===== src/rtl/fwm_pkg.sv =====
package fwm_pkg;
  localparam int ENC_W = 2;
  localparam int ERR_W = 5;

  localparam int ERR_BAD_ENC   = 0;
  localparam int ERR_FROM_IDLE = 1;
  localparam int ERR_FROM_RUN  = 2;
  localparam int ERR_FROM_DONE = 3;
  localparam int ERR_ONEHOT    = 4;

  typedef enum logic [ENC_W-1:0] {
    ST_IDLE = 2'b00,
    ST_RUN  = 2'b01,
    ST_DONE = 2'b10,
    ST_BAD  = 2'b11
  } encState_e;

  // strobes from control to the rule datapath
  typedef struct packed {
    logic doCheck;   // this sample is judged on its own
    logic doTrans;   // this sample is judged against the previous one
    logic capture;   // store this sample as the previous state
  } strobe_t;
endpackage


===== src/rtl/fwm_ctrl.sv =====
module fwm_ctrl
  import fwm_pkg::*;
(
  input  logic    clk,
  input  logic    rstN,
  input  logic    onehotMode,
  input  logic    stateValid,
  output strobe_t strb
);
  logic prevValid;

  always_ff @(posedge clk or negedge rstN) begin
    if (!rstN) prevValid <= 1'b0;
    else       prevValid <= stateValid;
  end

  always_comb begin
    strb.doCheck = stateValid;
    strb.capture = stateValid;
    strb.doTrans = stateValid && prevValid && !onehotMode;
  end


  no_trans_after_gap_chk: assert property (
    @(posedge clk) disable iff (!rstN)
    !stateValid |=> !strb.doTrans);
endmodule


===== src/rtl/fwm_rules.sv =====
module fwm_rules
  import fwm_pkg::*;
#(
  parameter int STATE_W = 5
) (
  input  logic               clk,
  input  logic               rstN,
  input  strobe_t            strb,
  input  logic               onehotMode,
  input  logic [STATE_W-1:0] stateIn,
  output logic [ERR_W-1:0]   hit
);
  localparam int CNT_W = $clog2(STATE_W + 1);

  encState_e curEnc;
  encState_e prevEnc;
  logic [CNT_W-1:0] setCount;

  assign curEnc = encState_e'(stateIn[ENC_W-1:0]);

  always_ff @(posedge clk or negedge rstN) begin
    if (!rstN)             prevEnc <= ST_IDLE;
    else if (strb.capture) prevEnc <= curEnc;
  end

  always_comb begin
    setCount = '0;
    for (int b = 0; b < STATE_W; b++) begin
      setCount = setCount + CNT_W'(stateIn[b]);
    end
  end

  always_comb begin
    hit = '0;
    if (strb.doCheck && onehotMode) begin
      hit[ERR_ONEHOT] = (setCount != CNT_W'(1));
    end
    if (strb.doCheck && !onehotMode) begin
      hit[ERR_BAD_ENC] = (curEnc == ST_BAD);
    end
    if (strb.doTrans) begin
      unique case (prevEnc)
        ST_IDLE: hit[ERR_FROM_IDLE] = !(curEnc inside {ST_IDLE, ST_RUN});
        ST_RUN:  hit[ERR_FROM_RUN]  = !(curEnc inside {ST_RUN, ST_DONE});
        ST_DONE: hit[ERR_FROM_DONE] = (curEnc != ST_IDLE);
        default: ;
      endcase
    end
  end
endmodule


===== src/rtl/fwm_flags.sv =====
module fwm_flags
  import fwm_pkg::*;
(
  input  logic             clk,
  input  logic             rstN,
  input  logic [ERR_W-1:0] hit,
  output logic [ERR_W-1:0] pulseQ,
  output logic [ERR_W-1:0] stickyQ
);
  for (genvar i = 0; i < ERR_W; i++) begin : gFlag
    always_ff @(posedge clk or negedge rstN) begin
      if (!rstN) begin
        pulseQ[i]  <= 1'b0;
        stickyQ[i] <= 1'b0;
      end else begin
        pulseQ[i]  <= hit[i];
        stickyQ[i] <= stickyQ[i] | hit[i];
      end
    end


    sticky_hold_chk: assert property (
      @(posedge clk) disable iff (!rstN)
      stickyQ[i] |=> stickyQ[i]);


    pulse_in_sticky_chk: assert property (
      @(posedge clk) disable iff (!rstN)
      pulseQ[i] |-> stickyQ[i]);
  end
endmodule


===== src/rtl/fsm_walk_monitor.sv =====
module fsm_walk_monitor
  import fwm_pkg::*;
#(
  parameter int STATE_W = 5
) (
  input  logic               clk,
  input  logic               rstN,
  input  logic               onehotMode,
  input  logic               stateValid,
  input  logic [STATE_W-1:0] stateIn,
  output logic [ERR_W-1:0]   errPulse,
  output logic [ERR_W-1:0]   errSticky
);
  strobe_t strb;
  logic [ERR_W-1:0] hit;

  fwm_ctrl uCtrl (
    .clk        (clk),
    .rstN       (rstN),
    .onehotMode (onehotMode),
    .stateValid (stateValid),
    .strb       (strb)
  );

  fwm_rules #(.STATE_W(STATE_W)) uRules (
    .clk        (clk),
    .rstN       (rstN),
    .strb       (strb),
    .onehotMode (onehotMode),
    .stateIn    (stateIn),
    .hit        (hit)
  );

  fwm_flags uFlags (
    .clk     (clk),
    .rstN    (rstN),
    .hit     (hit),
    .pulseQ  (errPulse),
    .stickyQ (errSticky)
  );


  idle_wait_chk: assert property (
    @(posedge clk) disable iff (!rstN)
    (!onehotMode && stateValid && $past(stateValid) &&
     $past(stateIn[ENC_W-1:0]) == ST_IDLE &&
     stateIn[ENC_W-1:0] inside {ST_IDLE, ST_RUN})
    |=> !errPulse[ERR_FROM_IDLE]);


  run_wait_chk: assert property (
    @(posedge clk) disable iff (!rstN)
    (!onehotMode && stateValid && $past(stateValid) &&
     $past(stateIn[ENC_W-1:0]) == ST_RUN &&
     stateIn[ENC_W-1:0] inside {ST_RUN, ST_DONE})
    |=> !errPulse[ERR_FROM_RUN]);


  gap_quiet_chk: assert property (
    @(posedge clk) disable iff (!rstN)
    !stateValid |=> (errPulse == '0));


  onehot_catch_chk: assert property (
    @(posedge clk) disable iff (!rstN)
    (onehotMode && stateValid && $countones(stateIn) != 1)
    |=> errPulse[ERR_ONEHOT]);


  onehot_quiet_chk: assert property (
    @(posedge clk) disable iff (!rstN)
    onehotMode |=> (errPulse[ERR_FROM_DONE:ERR_BAD_ENC] == '0));
endmodule


===== config.mk =====
export PLATFORM = sky130hd
export DESIGN_NAME = fsm_walk_monitor
export DESIGN_NICKNAME = d
export VERILOG_FILES = /design/src/rtl/fwm_pkg.sv /design/src/rtl/fwm_ctrl.sv /design/src/rtl/fwm_rules.sv /design/src/rtl/fwm_flags.sv /design/src/rtl/fsm_walk_monitor.sv
export SDC_FILE = /design/constraint.sdc
export NUM_CORES = 1
export LEC_CHECK = 0
export BUFFER_PORTS_ARGS = -buffer_cell sky130_fd_sc_hd__clkbuf_2
export CAP_MARGIN = 5
export CORE_MARGIN = 1.5
export CORE_UTILIZATION = 38
export DETAILED_ROUTE_END_ITERATION = 12
export PLACE_DENSITY_LB_ADDON = 0.3
export REMOVE_ABC_BUFFERS = 1
export SLEW_MARGIN = 20
export SYNTH_ARGS = -nofsm -noshare
export SYNTH_HDL_FRONTEND = slang
export SYNTH_HIERARCHICAL = 1
export SYNTH_SLANG_ARGS = --single-unit

===== constraint.sdc =====
create_clock -name clk -period 1.9 [get_ports clk]
set_clock_uncertainty 0.1 [all_clocks]
set_input_delay 0.19 -clock clk [delete_from_list [all_inputs] [get_ports clk]]
set_output_delay 0.19 -clock clk [all_outputs]
set_load 0.1 [all_outputs]

==> metrics.csv <==
metric,value,unit
wl_met2,438,um
cts_made_buffers,3,
crit_chain,"clkbuf_2, inv_1, fa_1, inv_1, fa_2, ha_4, nor2_2, a21oi_2, or2_1",
drt_wl_total,883,um
yosysSeqAreaShare,56.2,%
yosysMostFrequentCell,dfrtp_1,
drcViolationCount,0,
multi_input_area,241,um2
hold_viol,0,
grt_pass1_wl,1.46,mm
synth.area.mux_share,3.89,%
crit_path_start_kind,input pin,
slowest_stage,fa_1,
syn-cell-area,579,um2
firstDrtPassIters,4,
crit_start,stateIn[0],
cts_tree,yes,
synth_area_per_cell,13.2,um2
crit_top_cell,inv_1,
synth_top_area_share,56.2,%
grt_max_degree,14,
top_layer_used,met3,
async_flop_share,100,%
track_usage,11.3,%
synth_fa_ha_area_share,15.6,%
slew_viol_final,0,
synth_top_family_by_area,simple AND/OR/NAND/NOR gates,
die_area,1770,um2
design.core.area,1370,um2
clock-sinks,13,
portBuffers,18,
outcome,"finished, final reports clean",
worst-path-max-fanout,2,
r2r_start,uCtrl/prevValid,
initial_core_util,42.4,%
ant_nets,0,
finish.utilization,56.4,%
ctsRootBufferMaster,clkbuf_4,
io_pins,19,
grt_pass1_vias,359,
fp-row-count,13,
h-tree-depth,1,
post-route-period-util,97.0,%
place_ws,-0.292,ns
antenna_found_initial,0,
fillers,127,
leakage,0.390,nW
arrival,1.90,ns
dp_hpwl,738,um
fin_nets,86,
synth_xor_area_share,0,%
wl_met1,381,um
die_x,42.0,um
cts_buffer_depth,2,
ys_ff_latch,13,
cp.buffers_inverters,3,
path_clk_slew,0.07,ns
viasPerCell,4.51,
postCtsSetupBuffers,0,
timing.fmax,542,MHz
drt_iter0_markers,3,
worst_slack,0.0564,ns
synth_top_flop_cell,dfrtp_1,
die_height,42.0,um
yosys.area_share.simple,17.7,%
drv_cap,0,
syn-instance-count,44,
ys_types,15,
synth_edf_count,0,
fin_tns_setup,0,ns
syn2layout_area_growth,33.0,%
synth_top_area_cell,dfrtp_1,
yosys-top-cells-area,"dfrtp_1 (56%), ha_1 (8.6%), fa_1 (6.9%)",
synth_compound_area_share,0.864,%
ir_worst_vdd,0.592,mV
cpPeakStageDelay,0.53,ns
setup_viol,0,
routedWlPerCell,10.4,um
fin_crit,1.84,ns
slew_headroom,64.2,%
grt_remaining_overflow,0,
globalplace.congestion,0.731,
vias,383,
min_from,onehotMode,
met3_length,63,um
tightest_slew,0.540,ns
path_class,input pin to flip-flop,
crit_family,adder cells,
ys.warnings.count,6,
num_antenna_cells,0,
holdCritPathClass,input pin to flip-flop,
whs,0.0166,ns
yosys-top-cells-count,"dfrtp_1 (13), inv_1 (5), or2_1 (5)",
end_kind,flip-flop,
seqCellArea,325,um2
critical_path_required,1.95,ns
clock_latency,0.27,ns
power.density,1000,nW/um2
drive_above_1_share,48.6,%
-- layer usage --
layer	vias to the layer above	GRT usage, %
met2	14	17.2
li1	188	-
met1	181	13.4
met3	0	3.88
met4	0	7.50
met5	-	0
-- where the power goes --
part / leakage, nW / total [mW] / switching [mW] / internal [mW]
clock network: 0.0150 / 0.160 / 0.0787 / 0.0812
registers: 0.154 / 0.320 / 0.0143 / 0.306
logic: 0.221 / 0.294 / 0.229 / 0.0644
-- sequential cells by signal, indices dropped and copies added (netlist names) --
register,cells
uRules/prevEnc,2
uCtrl/prevValid,1
uFlags/pulseQ,5
uFlags/stickyQ,5
-- cell usage in the layout, fill, tap and decap left out --
cell | netlist | layout
buf_4 | 2 | 4
fa_1 | 2 | 1
mux2_2 | 2 | 2
inv_1 | 5 | 5
nor3_1 | 1 | 1
clkbuf_1 | 0 | 1
and3b_1 | 1 | 1
clkbuf_4 | 0 | 3
ha_4 | 0 | 1
dfrtp_1 | 13 | 13
fa_2 | 0 | 1
dlygate4sd3_1 | 0 | 2
nor2_1 | 2 | 1
nand2_1 | 3 | 3
a21oi_2 | 0 | 1
ha_1 | 4 | 3
clkbuf_2 | 0 | 18
nor3b_2 | 1 | 1
nor4_2 | 1 | 1
nand2b_4 | 1 | 1
nor2_2 | 0 | 1
or2_1 | 5 | 5
-- repair_timing --
| action | in CTS | in global routing |
|---|---|---|
| hold buffers | 1 | 1 |
| gates resized for setup | 0 | 4 |
| setup endpoints to repair | 1 | 1 |
| pin swaps | 2 | 2 |
| hold endpoints to repair | 13 | 1 |
| cloned | 0 | 0 |
-- stage by stage --
stage	total power [mW]	area [um2]	cells
finish	0.774	771	85
global placement	0.601	703	79
detailed placement	0.605	703	79
floorplan	0.545	564	42
CTS	0.771	739	84
global route	0.817	771	85
-- final timing paths --
check                                    end  slack (ns)  cells after the start
min in group asynchronous   uFlags/pulseQ[1]        0.25                      2
max                        uFlags/stickyQ[4]        0.06                      9
max reg2reg                uFlags/stickyQ[2]        0.77                      4
max in group asynchronous   uFlags/pulseQ[0]        1.22                      2
min                         uFlags/pulseQ[0]        0.02                      2
min reg2reg                uFlags/stickyQ[4]        0.36                      1
-- final cells by class --
type                       instances  area share (%)
multi-input combinational         24            31.3
sequential                        13            42.2
timing repair buffer              24            18.2
inverter                           5            2.44
clock buffer                       4            3.41
tap                               15            2.44
-- cells by family after synthesis --
| family | after synthesis |
|---|---|
| simple gates | 15 |
| buf+inv | 7 |
| compound gates | 1 |
| mux | 2 |
| fa+ha+maj | 6 |
| flops | 13 |
Power figures use the tool's default switching activity.
